## src/rtl/sram_cyc_pkg.sv

```systemverilog
// Shared types and elaboration-time helpers for the SRAM cycle generator.
// Assumes all timing figures are given as whole nanoseconds.
package sram_cyc_pkg;

    // Bus phases; each non-idle phase lasts a fixed number of cycles.
    typedef enum logic [2:0] {
        PH_IDLE       = 3'd0,
        PH_RD_ACCESS  = 3'd1,
        PH_RD_RELEASE = 3'd2,
        PH_WR_STROBE  = 3'd3,
        PH_WR_HOLD    = 3'd4
    } phase_t;

    // Rounds a nanosecond figure up to whole clock cycles.
    function automatic int ns_to_cycles(input int ns, input int clk_ns);
        return (ns + clk_ns - 1) / clk_ns;
    endfunction

    // Larger of two integers.
    function automatic int imax(input int a, input int b);
        return (a > b) ? a : b;
    endfunction

endpackage

```

## src/rtl/sram_phase_timer.sv

```systemverilog
// Phase timer: loadable down counter that flags its final cycle.
// Assumes the sequencer loads (length - 1) on the edge that enters a phase
// and leaves the phase on the edge where 'expired' is high.
module sram_phase_timer #(
    parameter int CNT_W = 5
) (
    input  logic             clk,
    input  logic             rst_n,
    input  logic             load,
    input  logic [CNT_W-1:0] load_val,
    output logic             expired
);

    logic [CNT_W-1:0] count_q;

    // Load a new phase length or count the current one down to zero.
    always_ff @(posedge clk) begin
        if (!rst_n) begin
            count_q <= '0;
        end else if (load) begin
            count_q <= load_val;
        end else if (count_q != '0) begin
            count_q <= count_q - 1'b1;
        end
    end

    // Last cycle of the running phase.
    assign expired = (count_q == '0);

endmodule

```

## src/rtl/sram_seq_fsm.sv

```systemverilog
// Bus sequencer: walks idle -> read access -> read release -> idle, or
// idle -> write strobe -> write hold -> idle. Phase lengths are parameters
// in clock cycles, all at least 1. Requests are taken only in idle.
module sram_seq_fsm
    import sram_cyc_pkg::*;
#(
    parameter int CNT_W  = 5,
    parameter int RD_LEN = 18,
    parameter int RL_LEN = 7,
    parameter int WS_LEN = 13,
    parameter int WH_LEN = 5
) (
    input  logic             clk,
    input  logic             rst_n,
    input  logic             req_valid,
    input  logic             req_write,
    input  logic             expired,
    output phase_t           phase,
    output logic             req_ready,
    output logic             load,
    output logic [CNT_W-1:0] load_val,
    output logic             accept,
    output logic             capture,
    output logic             done
);

    localparam logic [CNT_W-1:0] RD_LOAD = CNT_W'(RD_LEN - 1);
    localparam logic [CNT_W-1:0] RL_LOAD = CNT_W'(RL_LEN - 1);
    localparam logic [CNT_W-1:0] WS_LOAD = CNT_W'(WS_LEN - 1);
    localparam logic [CNT_W-1:0] WH_LOAD = CNT_W'(WH_LEN - 1);

    phase_t phase_q;
    phase_t phase_d;
    logic   finish;
    logic   done_q;

    // Next phase, timer load and datapath strobes for the current phase.
    always_comb begin
        phase_d  = phase_q;
        load     = 1'b0;
        load_val = '0;
        accept   = 1'b0;
        capture  = 1'b0;
        finish   = 1'b0;
        case (phase_q)
            PH_IDLE: begin
                if (req_valid) begin
                    accept = 1'b1;
                    load   = 1'b1;
                    if (req_write) begin
                        phase_d  = PH_WR_STROBE;
                        load_val = WS_LOAD;
                    end else begin
                        phase_d  = PH_RD_ACCESS;
                        load_val = RD_LOAD;
                    end
                end
            end
            PH_RD_ACCESS: begin
                if (expired) begin
                    capture  = 1'b1;
                    load     = 1'b1;
                    load_val = RL_LOAD;
                    phase_d  = PH_RD_RELEASE;
                end
            end
            PH_RD_RELEASE: begin
                if (expired) begin
                    finish  = 1'b1;
                    phase_d = PH_IDLE;
                end
            end
            PH_WR_STROBE: begin
                if (expired) begin
                    load     = 1'b1;
                    load_val = WH_LOAD;
                    phase_d  = PH_WR_HOLD;
                end
            end
            PH_WR_HOLD: begin
                if (expired) begin
                    finish  = 1'b1;
                    phase_d = PH_IDLE;
                end
            end
            default: phase_d = PH_IDLE;
        endcase
    end

    // Phase register.
    always_ff @(posedge clk) begin
        if (!rst_n) begin
            phase_q <= PH_IDLE;
        end else begin
            phase_q <= phase_d;
        end
    end

    // Completion pulse, high in the first idle cycle after a bus cycle.
    always_ff @(posedge clk) begin
        if (!rst_n) begin
            done_q <= 1'b0;
        end else begin
            done_q <= finish;
        end
    end

    assign phase     = phase_q;
    assign req_ready = (phase_q == PH_IDLE);
    assign done      = done_q;

endmodule

```

## src/rtl/sram_bus_datapath.sv

```systemverilog
// Datapath: latches address and write data on acceptance and captures read
// data on the sequencer's capture strobe. Assumes accept only in idle, so
// the address never moves while the memory is enabled.
module sram_bus_datapath #(
    parameter int ADDR_W = 11,
    parameter int DATA_W = 8
) (
    input  logic              clk,
    input  logic              rst_n,
    input  logic              accept,
    input  logic              capture,
    input  logic [ADDR_W-1:0] req_addr,
    input  logic [DATA_W-1:0] req_wdata,
    input  logic [DATA_W-1:0] mem_dq_in,
    output logic [ADDR_W-1:0] addr_q,
    output logic [DATA_W-1:0] wdata_q,
    output logic [DATA_W-1:0] rdata_q
);

    // Request address and write data, held for the whole bus cycle.
    always_ff @(posedge clk) begin
        if (!rst_n) begin
            addr_q  <= '0;
            wdata_q <= '0;
        end else if (accept) begin
            addr_q  <= req_addr;
            wdata_q <= req_wdata;
        end
    end

    // Read data sampled at the end of the access window.
    always_ff @(posedge clk) begin
        if (!rst_n) begin
            rdata_q <= '0;
        end else if (capture) begin
            rdata_q <= mem_dq_in;
        end
    end

endmodule

```

## src/rtl/sram_cycle_gen.sv

```systemverilog
// Asynchronous SRAM bus cycle generator (top).
// Converts single valid/ready requests into timed memory read or write
// cycles. Nanosecond minimums are turned into cycle counts at elaboration
// for the clock period CLK_NS. Control outputs are decoded from the phase
// register only, so they change once per cycle just after the clock edge.
module sram_cycle_gen
    import sram_cyc_pkg::*;
#(
    parameter int ADDR_W   = 11,
    parameter int DATA_W   = 8,
    parameter int CLK_NS   = 4,
    parameter int T_RC_NS  = 70,
    parameter int T_AA_NS  = 70,
    parameter int T_OA_NS  = 35,
    parameter int T_HZ_NS  = 25,
    parameter int T_WC_NS  = 70,
    parameter int T_WP_NS  = 50,
    parameter int T_DS_NS  = 30,
    parameter int T_DH_NS  = 5
) (
    input  logic              clk,
    input  logic              rst_n,
    input  logic              req_valid,
    output logic              req_ready,
    input  logic              req_write,
    input  logic [ADDR_W-1:0] req_addr,
    input  logic [DATA_W-1:0] req_wdata,
    output logic              done,
    output logic [DATA_W-1:0] rd_data,
    output logic [ADDR_W-1:0] mem_addr,
    output logic              mem_ce_n,
    output logic              mem_oe_n,
    output logic              mem_we_n,
    output logic [DATA_W-1:0] mem_dq_out,
    output logic              mem_dq_oe,
    input  logic [DATA_W-1:0] mem_dq_in
);

    localparam int RC_CYC  = ns_to_cycles(T_RC_NS, CLK_NS);
    localparam int AA_CYC  = ns_to_cycles(T_AA_NS, CLK_NS);
    localparam int OA_CYC  = ns_to_cycles(T_OA_NS, CLK_NS);
    localparam int HZ_CYC  = ns_to_cycles(T_HZ_NS, CLK_NS);
    localparam int WC_CYC  = ns_to_cycles(T_WC_NS, CLK_NS);
    localparam int WP_CYC  = ns_to_cycles(T_WP_NS, CLK_NS);
    localparam int DS_CYC  = ns_to_cycles(T_DS_NS, CLK_NS);
    localparam int DH_CYC  = ns_to_cycles(T_DH_NS, CLK_NS);

    localparam int RD_LEN  = imax(imax(AA_CYC, OA_CYC), 1);
    localparam int RL_LEN  = imax(imax(HZ_CYC, RC_CYC - RD_LEN), 1);
    localparam int WS_LEN  = imax(imax(WP_CYC, DS_CYC), 1);
    localparam int WH_LEN  = imax(imax(DH_CYC, WC_CYC - WS_LEN), 1);
    localparam int MAX_LEN = imax(imax(RD_LEN, RL_LEN), imax(WS_LEN, WH_LEN));
    localparam int CNT_W   = imax($clog2(MAX_LEN), 1);

    phase_t           phase;
    logic             expired;
    logic             load;
    logic [CNT_W-1:0] load_val;
    logic             accept;
    logic             capture;

    sram_phase_timer #(
        .CNT_W (CNT_W)
    ) u_timer (
        .clk      (clk),
        .rst_n    (rst_n),
        .load     (load),
        .load_val (load_val),
        .expired  (expired)
    );

    sram_seq_fsm #(
        .CNT_W  (CNT_W),
        .RD_LEN (RD_LEN),
        .RL_LEN (RL_LEN),
        .WS_LEN (WS_LEN),
        .WH_LEN (WH_LEN)
    ) u_fsm (
        .clk       (clk),
        .rst_n     (rst_n),
        .req_valid (req_valid),
        .req_write (req_write),
        .expired   (expired),
        .phase     (phase),
        .req_ready (req_ready),
        .load      (load),
        .load_val  (load_val),
        .accept    (accept),
        .capture   (capture),
        .done      (done)
    );

    sram_bus_datapath #(
        .ADDR_W (ADDR_W),
        .DATA_W (DATA_W)
    ) u_dp (
        .clk       (clk),
        .rst_n     (rst_n),
        .accept    (accept),
        .capture   (capture),
        .req_addr  (req_addr),
        .req_wdata (req_wdata),
        .mem_dq_in (mem_dq_in),
        .addr_q    (mem_addr),
        .wdata_q   (mem_dq_out),
        .rdata_q   (rd_data)
    );

    // Memory control strobes decoded from the current phase.
    always_comb begin
        mem_ce_n  = !((phase == PH_RD_ACCESS) || (phase == PH_WR_STROBE));
        mem_oe_n  = !(phase == PH_RD_ACCESS);
        mem_we_n  = !(phase == PH_WR_STROBE);
        mem_dq_oe = (phase == PH_WR_STROBE) || (phase == PH_WR_HOLD);
    end

endmodule

```

## config.mk

```make
export PLATFORM = sky130hd
export DESIGN_NAME = sram_cycle_gen
export DESIGN_NICKNAME = d
export VERILOG_FILES = /design/src/rtl/sram_cyc_pkg.sv /design/src/rtl/sram_phase_timer.sv /design/src/rtl/sram_seq_fsm.sv /design/src/rtl/sram_bus_datapath.sv /design/src/rtl/sram_cycle_gen.sv
export SDC_FILE = /design/constraint.sdc
export NUM_CORES = 1
export LEC_CHECK = 0
export BUFFER_PORTS_ARGS = -buffer_cell sky130_fd_sc_hd__buf_4
export CAP_MARGIN = 20
export CORE_ASPECT_RATIO = 0.7
export CORE_MARGIN = 2
export CORE_UTILIZATION = 42
export CTS_BUF_LIST = sky130_fd_sc_hd__clkbuf_8
export DETAILED_ROUTE_END_ITERATION = 10
export PLACE_DENSITY = 0.69
export SLEW_MARGIN = 25
export SYNTH_ARGS = -nofsm -noshare
export SYNTH_HDL_FRONTEND = slang
export SYNTH_SLANG_ARGS = --single-unit
```

## constraint.sdc

```tcl
create_clock -name clk -period 4.9 [get_ports clk]
set_clock_uncertainty 0.15 [all_clocks]
set_input_delay 0.245 -clock clk [delete_from_list [all_inputs] [get_ports clk]]
set_output_delay 0.245 -clock clk [all_outputs]
set_load 0.02 [all_outputs]
```

==> impl.org, run 1 <==
** Outcome
- The flow ran to the end, and the final reports show no timing, DRC or antenna violations.

** Detailed routing
- After detailed routing, the number of remaining DRC violations is 0.
- Routed vias/inst :: just under 5
- The detailed router placed 1402 vias in this run.
- The final layout contains routed wiring with a total length of between 3000 and 4000 um.
- First-pass iteration count of the detailed router :: 4
- DRC violation total after the first TritonRoute iteration :: 70
- Dividing the detail-routed wire length by the instance count gives 13.5 um.
- Antenna-violating nets left :: 0

** Finish
- Counting the fill cells in the layout gives around 280.
- Of the cells placed in the final design, the portion with a size suffix greater than 1 is about 33%.
- Final Core Density :: a little under two thirds
- The number of antenna diodes in the final layout is 0.
- The net count of the finished layout is 267.
- Area delta synth->final :: 40.3%

** Timing
- Max-slew violation count :: 0
- The number of hold violations in the final report came to 0.
- Setup repair after global routing left no endpoint under its margin.
- Final Critical Period :: around 2.2 ns
- Max-slew headroom at the worst pin :: approximately half
- Setup violations remaining at the end of the flow were counted as 0.
- Final period utilization :: roughly 46%
- For the pin with the worst max-slew slack, the measured transition is between 0.7 and 0.8 ns.
- Timing would allow up to 0.447 GHz.
- For the final routed database, the setup TNS stands at 0 ns.

** Floorplan
- Std-Cell Core Area :: between 3000 and 4000 sq um
- During I/O placement, the number of pins put on the boundary was 64.
- The die is roughly 75 um wide.
- Effective utilization at floorplan :: between 40% and 50%
- Standard-cell rows :: 17
- The floorplan step set the die height to 53.5 um.
- The floorplan step defined a die boundary enclosing roughly 4000 sq um.

** Synthesis
- Count of cell types in the netlist :: 28
- Post-synthesis sequential element count :: 36
- Post-synthesis sequential area ratio :: 49.0%
- The Yosys step of the flow raised 0 warnings.
- For this run, asynchronously set or reset flops after synthesis account for 0%.
- Cell area after technology mapping :: 1470 sq um
- Synthesis produced between 150 and 200 cells.
- Yosys mapped a number of flops with a built-in enable equal to 0.
- Averaged over all synthesized cells, the footprint is ~8.4 sq um.
- Post-Synthesis Net Count :: about 210
- In the synthesized netlist the dominant register cell turns out to be sky130_fd_sc_hd__dfxtp_1.

** Clocking
- In this run, post-CTS hold repair placed 0 buffers.
- TritonCTS built the clock tree.
- After clock tree synthesis, the setup repair step added 0 buffers.
- Once the clock tree was built, the resizer swapped 0 gates to a different size.
- # clock sinks :: 36
- The clock tree synthesis step divided the H-tree into 2 levels.
- Clock latency on the worst-skew pair, taken at its later pin, is 0.28 ns.
- Clock transition at path regs :: ~0.070 ns
- The longest clock path from root to sink contains 2 buffers.
- Number of clock buffers inserted by TritonCTS :: 5
- In this run the clock root is driven by a sky130_fd_sc_hd__clkbuf_8.

** Global route
- After global routing the overflow that remains totals 0.
- First-pass GRT wire length :: a little under 6000 um
- Global-route total usage across every layer :: 20.0%
- Entering global routing, the biggest net connects 26 pins.
- In the global route stage, met3 resource usage came out at around 7.8%.
- Initial antenna violation count :: 0
- GR peak layer :: met2
- Global routing consumed, on the met1 layer, approximately a quarter of the routing resources.
- The via count of the first global-routing pass is about 1400.
- Routing usage on met2 :: 32.6%

** Power and ir drop
- Per report_power, the combinational group accounts for a little under two fifths of the total.
- The analysis attributes to cell leakage a power of between 0.0008 and 0.0009 uW.
- Worst-case vdd ir drop :: 0.244 mV
- In this run the power density over the cells is 475 nW/um^2.
- Per report_power, the clock group accounts for ~22% of the total.
- Switching power :: about 360 uW
- Registers are responsible for between 40% and 50% of the overall power.
- Net switching is a little under two fifths of the power.
- The internal portion of the total power is a little over 600 uW.

** Setup path
- Reg-to-reg setup timing slack :: about 2.7 ns
- Type of the worst setup path :: register to register
- Critical register-to-register path startpoint :: u_timer.count_q[0]
- STA classifies the critical path endpoint as a register.
- The number of cells on the worst reg-to-reg path is 5.
- STA classifies the critical path startpoint as a register.
- Maximum net fanout on the critical path :: 6
- At the worst endpoint, the required time is 4.86 ns.
- Worst Path Arrival :: ~2.2 ns
- Worst reg2reg endpoint :: u_fsm.phase[1]

** Min path
- Launch instance of the worst min-delay path :: req_addr[6]
- The path with the worst hold slack has its endpoint at u_dp.addr_q[6].
- Cell depth of the worst hold path :: 3
- Hold Path Class :: input pin to register

** Place
- I/O Buffers :: 63
- Final RePlAce weighted congestion :: a little over 0.7
- Summed over all nets, the half-perimeter wirelength after detailed placement is 2790 um.

** Flow run
- Max-cap violations in this run came to 0.
## through the flow
step,setup WS [ns],total power [uW],instances,hold slack (ns),cell area (sq um)
2_1_floorplan,3.04,638,176,0.231,1470
3_3_place_gp,2.91,748,274,0.295,1960
3_5_place_dp,2.80,765,274,0.300,1960
4_1_cts,2.71,983,282,0.0437,2050
5_1_grt,2.53,1030,283,0.0597,2060
6_report,2.66,979,283,0.0604,2060
## worst max path at each step
| stage | start | slack, ns | cells past startpoint | to |
|---|---|---|---|---|
| after floorplan | u_timer.count_q[0] | 3.04 | 5 | u_dp.rdata_q[0] |
| after global placement | u_timer.count_q[0] | 2.91 | 5 | u_dp.rdata_q[2] |
| after detailed placement | u_timer.count_q[0] | 2.80 | 5 | u_dp.rdata_q[3] |
| after CTS | u_timer.count_q[0] | 2.71 | 5 | u_fsm.phase[1] |
| after global routing | u_timer.count_q[0] | 2.53 | 5 | u_fsm.phase[1] |
| final | u_timer.count_q[0] | 2.66 | 5 | u_fsm.phase[1] |
## cell usage in the layout, fill, tap and decap left out, drive strengths merged
master | Yosys | final
nand3 | 5 | 5
nand2 | 60 | 60
buf | 3 | 64
nor4b | 2 | 2
nand2b | 2 | 2
nor2b | 1 | 1
a21oi | 22 | 22
or4b | 2 | 2
mux2i | 8 | 8
a221oi | 1 | 1
xnor2 | 3 | 3
dfxtp | 36 | 36
nor2 | 2 | 2
nor3 | 4 | 4
and2b | 1 | 1
clkbuf | 9 | 6
o31a | 1 | 1
a311oi | 2 | 2
ha | 1 | 1
o2bb2ai | 1 | 1
a2111oi | 1 | 1
or3b | 1 | 1
and2 | 2 | 2
clkinv | 0 | 2
inv | 4 | 4
nor4 | 2 | 2
## flip-flops by register name, summed over array words and instances, names as in the netlist
name and cells:
u_fsm.done 1, u_dp.wdata_q 8, u_dp.addr_q 11, u_fsm.phase 3, u_timer.count_q 5, u_dp.rdata_q 8
## metal layers
layer / up-vias / wire length [um]
li1: 705 / -
met1: 646 / 1690
met2: 44 / 1830
met3: 7 / 230
met4: 0 / 51
met5: - / 0
## synth_stat cells, drive strengths merged, types with 2 or more instances
library cell | number | area [sq um]
a311oi | 2 | 17.5
inv | 4 | 15.0
dfxtp | 36 | 721
clkbuf | 9 | 33.8
mux2i | 8 | 80.1
nand2b | 2 | 12.5
buf | 3 | 15.0
nor4 | 2 | 27.5
xnor2 | 3 | 26.3
or4b | 2 | 20.0
nor4b | 2 | 30.0
nor3 | 4 | 20.0
and2 | 2 | 12.5
nand3 | 5 | 25.0
a21oi | 22 | 110
nand2 | 60 | 225
nor2 | 2 | 7.51
## cell type report
type                    count  area (sq um)  share of cell area [%]
flip-flops and latches     36           721                    35.0
multi-input cells         124           694                    33.7
repair buffers             64           480                    23.3
clock buffers               6          82.6                    4.00
well taps                  47          58.8                    2.85
inverters                   4          15.0                   0.728
clock inverters             2          10.0                   0.485
## critical path: stages (launching register included)
cell	delay [ns]
sky130_fd_sc_hd__dfxtp_1	0.33
sky130_fd_sc_hd__inv_1	0.08
sky130_fd_sc_hd__ha_1	0.23
sky130_fd_sc_hd__nor4b_2	0.49
sky130_fd_sc_hd__a221oi_1	0.19
sky130_fd_sc_hd__a2111oi_0	0.60
## power groups by stage
stage,registers [uW],logic [uW],clock network (uW)
2_1_floorplan,419,220,0
3_3_place_gp,395,353,0
3_5_place_dp,401,364,0
4_1_cts,394,368,221
5_1_grt,401,402,231
6_report,396,371,212
## logic make-up (layout without fill, tap and decap cells)
logic type               count (synthesis)  in the layout  share of synthesized area [%]
AO/OA/AOI/OAI                           28             28                           11.1
XOR/XNOR                                 3              3                           1.79
flip-flops                              36             36                           49.0
buffers and inverters                   16             76                           4.34
multiplexers                             8              8                           5.45
adder cells (fa/ha/maj)                  1              1                          0.851
AND/OR/NAND/NOR                         84             84                           27.5
Note: power is estimated with default switching activity, not from simulation.
==> run 2, diff against run 1 <==
--- a/config.mk
+++ b/config.mk
@@ -5,6 +5,7 @@
 export SDC_FILE = /design/constraint.sdc
 export NUM_CORES = 1
 export LEC_CHECK = 0
+export ABC_AREA = 1
 export BUFFER_PORTS_ARGS = -buffer_cell sky130_fd_sc_hd__buf_4
 export CAP_MARGIN = 20
 export CORE_ASPECT_RATIO = 0.7
@@ -12,7 +13,7 @@
 export CORE_UTILIZATION = 42
 export CTS_BUF_LIST = sky130_fd_sc_hd__clkbuf_8
 export DETAILED_ROUTE_END_ITERATION = 10
-export PLACE_DENSITY = 0.69
+export PLACE_DENSITY = 0.72
 export SLEW_MARGIN = 25
 export SYNTH_ARGS = -nofsm -noshare
 export SYNTH_HDL_FRONTEND = slang
==> constraint.sdc (replaced) <==
create_clock -name clk -period 1.9 [get_ports clk]
set_clock_uncertainty 0.15 [all_clocks]
set_input_delay 0.095 -clock clk [delete_from_list [all_inputs] [get_ports clk]]
set_output_delay 0.095 -clock clk [all_outputs]
set_load 0.02 [all_outputs]
==> run 2 against run 1 <==
Count of clock-buffer cells in the layout is the same. Sequential share of layout area is 4.5 points lower. Largest power group is now combinational cells. Largest cell class is now buffers. First-iteration DRC count down 23%. Maximum frequency rose by 42%. Worst hold slack got worse by 0.011 ns. Global-route usage grew 1.5 points. Non-clock buffer count rose by 30. Via count up 8.8%. Wire length up 0.47%. Worst setup slack got worse by 2.3 ns.
==> impl.org, run 2 <==
** Setup path
- STA classifies the critical path startpoint as a register.
- Type of the worst setup path :: register to register
- Largest stage delay on the critical path :: 0.33 ns (-0.27 ns)
- The required time reported for the critical path endpoint came to 1.93 ns (-2.93 ns).
- Worst Path Arrival :: 1.61 ns (-0.59 ns)
- Maximum net fanout on the critical path :: 9 (+3)
- The slowest stage of the critical path belongs to the cell sky130_fd_sc_hd__dfxtp_1.
- Element type at the critical path end :: register
- Walking the worst path, the cells encountered are inv_1, ha_1, nand3_4, nor2_8, inv_2, nor2_1, nor2_1.
- Library cell appearing most often on the critical path :: sky130_fd_sc_hd__nor2_1

** Finish
- Count of inserted antenna diode cells :: 0 (unchanged)
- Share of post-route cells with drive strength above 1 :: 29.0% (-3.7 points)
- Leaving out fill and tap cells, the most frequent cell in the layout is sky130_fd_sc_hd__buf_4.
- Relative to the synthesized area, the layout overhead comes to 60.6%.
- The number of flip-flops in the largest register is 11 (unchanged).
- The final design area excluding fillers came to 2370 sq um (+15%).
- Commonest non-fill, non-tap cells in the layout :: sky130_fd_sc_hd__buf_4 (65), sky130_fd_sc_hd__nor2_1 (61), sky130_fd_sc_hd__dfxtp_1 (36), sky130_fd_sc_hd__o21ai_0 (29), sky130_fd_sc_hd__dlygate4sd3_1 (29)
- u_dp.addr_q holds more flip-flops than any other register.
- The number of non-filler instances in the completed layout was 337 (+19%).
- Number of nets at the end of the flow :: 321 (+20%)
- The largest registers in the layout are u_dp.addr_q x11, u_dp.rdata_q x8, u_dp.wdata_q x8.

** Floorplan
- Floorplan die area :: 4010 sq um (+0.32%)
- The area of the core region came to 3250 sq um (unchanged).
- Standard-cell rows :: 17 (unchanged)
- Top Ports :: 64 (unchanged)
- Die Y :: 53.6 um (+0.16%)
- Effective utilization at floorplan :: 45.3% (+0.15 points)
- The die span in x is 74.8 um (+0.16%).

** Timing
- RSZ-0062 raised after global routing :: no
- Timing-limited maximum frequency :: 0.633 GHz (+42%)
- The final count of pins violating max slew came to 0 (unchanged).
- The slew of the pin with the lowest slew margin is 0.347 ns (-0.422 ns).
- The final worst setup slack came to 0.320 ns (-2.34 ns).
- Max-slew headroom at the worst pin :: 76.8% (+28 points)
- Number of hold violations in the final report :: 0 (unchanged)
- Sum Neg Setup Slack :: 0 ns (unchanged)
- Final period utilization :: 83.1% (+37 points)
- Number of endpoints failing setup at the final stage :: 0 (unchanged)
- Final Critical Period :: 1.58 ns (-0.658 ns)

** Global route
- The global-route wire length before repair came to 6320 um (+6.9%).
- The via count of the first global-routing pass came to 1395 (+2.1%).
- Global routing usage on met1 :: 27.2% (+2.9 points)
- The maximum number of pins on one net before global-route repair was 33 (+27%).
- The global route total overflow was 0 (unchanged).
- The met3 layer usage reported by global route is 9.93% (+2.1 points).
- met2 is the most crowded layer.
- Routing usage on met2 :: 33.3% (+0.74 points)
- The total routing resource utilization after global routing is 21.6% (+1.5 points).
- The initial antenna violation count is 0 (unchanged).

** Detailed routing
- The total wire length after detailed routing was 3830 um (+0.47%).
- DRC violations left :: 0 (unchanged)
- The overall via count from detail_route is 1526 (+8.8%).
- The violation count after the first detailed-route iteration was 54 (-23%).
- The number of antenna-violating nets in the routed design came to 0 (unchanged).
- The average vias per placed instance was 4.53 (-8.6%).
- WL/cell :: 11.4 um (-16%)
- The iteration count of the initial detailed-routing pass was 4 (unchanged).

** Clocking
- Later-pin clock latency in the skew report :: 0.29 ns (about the same)
- Number of clock buffers inserted by TritonCTS :: 5 (unchanged)
- The post-cts sizing count is 0 (unchanged).
- TritonCTS built the clock tree.
- Clk buf depth :: 2 (unchanged)
- The number of setup buffers added after CTS was 0 (unchanged).
- The number of levels the H-tree was split into was 2 (unchanged).
- The number of buffers inserted for hold repair after clock tree synthesis is 29 (+29).
- Buffer type at the clock tree root :: sky130_fd_sc_hd__clkbuf_8
- Clock transition at path regs :: 0.07 ns (about the same)
- # clock sinks :: 36 (unchanged)

** Power and ir drop
- Power density over the cells :: 1290 nW/um^2 (+170%)
- The static leakage was 0.00117 uW (+32%).
- The total power came to 3050 uW (+210%).
- The peak supply drop is 0.725 mV (+200%).

** Synthesis
- The cell area after synthesis is 1480 sq um (+0.34%).
- The share of the synthesized area in the top cell type came to 48.9% (-0.17 points).
- Post-Synthesis Net Count :: 227 (+9.1%)
- Library cell with the highest instance count after synthesis :: sky130_fd_sc_hd__nor2_1
- The flip-flop and latch count after synthesis came to 36 (unchanged).
- The synthesized area divided by synthesized cell count came to 7.56 sq um (-9.4%).
- Biggest area consumer among synthesized cells :: sky130_fd_sc_hd__dfxtp_1
- Counting instances in the post-synthesis netlist gives the leading cell types as sky130_fd_sc_hd__nor2_1 (61), sky130_fd_sc_hd__dfxtp_1 (36), sky130_fd_sc_hd__o21ai_0 (29).
- For this run, the leading register cell type out of synthesis is sky130_fd_sc_hd__dfxtp_1.
- The instance count of the mapped netlist is 195 (+11%).
- The share of flip-flops with an asynchronous set or reset after synthesis was 0% (unchanged).
- The sequential area share after synthesis was 48.9% (-0.17 points).
- Yosys attributes the largest share of cell area to sky130_fd_sc_hd__dfxtp_1 (49%), sky130_fd_sc_hd__nor2_1 (16%), sky130_fd_sc_hd__o21ai_0 (9.8%), sky130_fd_sc_hd__nand2_1 (4.3%), sky130_fd_sc_hd__inv_1 (2.8%).
- The number of library cell types mapped by synthesis is 25 (-11%).
- Count of flip-flops with a built-in enable after synthesis :: 0 (unchanged)
- Warnings, synthesis :: 0 (unchanged)

** Place
- The worst setup slack after placement is 0.324 ns (-2.47 ns).
- Post-place instance area :: 1990 sq um (+1.3%)
- The half-perimeter wire length of the detailed placement result was 2390 um (-14%).
- Final RePlAce weighted congestion :: 0.828 (+15%)
- The number of port buffers was 63 (unchanged).
- The cell total after placement is 300 (+9.5%).

** Min path
- Hold Path Class :: input pin to register

** Flow run
- The max-capacitance violation count was 0 (unchanged).

** Outcome
- Result of the run :: completed
-- run 2: cell type report --
class | count | area [sq um]
inverters | 15 | 58.8
fillers | 285 | 886
flip-flops and latches | 36 | 721
well taps | 47 | 58.8
clock buffers | 6 | 82.6
clock inverters | 2 | 7.51
repair buffers | 94 | 778
multi-input cells | 137 | 662
-- run 2: worst paths after layout --
| path | slack (ns) | cells past startpoint | start | endpoint |
|---|---|---|---|---|
| worst max-delay path | 0.32 | 7 | u_timer.count_q[0] | u_dp.rdata_q[5] |
| worst min-delay path | 0.05 | 3 | rst_n | u_dp.addr_q[4] |
| worst max register to register | 0.32 | 7 | u_timer.count_q[0] | u_dp.rdata_q[5] |
| worst min register to register | 0.36 | 2 | u_fsm.phase[2] | u_fsm.phase[2] |
-- run 2: cell families after synthesis --
family	after synthesis	share of synthesized area, %
and+or+nand+nor	95	29.7
DFF	36	48.9
xor gates and xnor gates	1	0.594
AOI/OAI and AO/OA	40	13.7
adders and majority gates	1	0.848
buffers and inverters	22	6.28
-- run 2: per-stage QoR --
step / hold slack, ns / util [%]
global placement: 0.166 / 61.1
CTS: 0.0395 / 72.8
floorplan: 0.0799 / -
finish: 0.0490 / 72.8
global route: 0.0596 / 72.8
detailed placement: 0.170 / 61.1
-- run 2: per-layer routing --
metal | wire (um) | vias to the layer above
li1 | - | 810
met2 | 1680 | 46
met3 | 309 | 6
met4 | 42 | 0
met1 | 1800 | 664
met5 | 0 | -
-- run 2: power by group --
part | switching [uW] | total [uW] | internal [uW] | leakage, uW
clock network | 256 | 541 | 285 | 0.0000538
registers | 119 | 1070 | 955 | 0.000297
logic | 856 | 1430 | 577 | 0.000820
total | 1230 | 3050 | 1820 | 0.00117
-- run 2: worst max-delay path: cells and delay by family, from the launching register on --
kind	cells	cell delay (ns)
fa+ha+maj	1	0.26
buf+inv	2	0.18
flops	1	0.33
simple gates	4	0.56
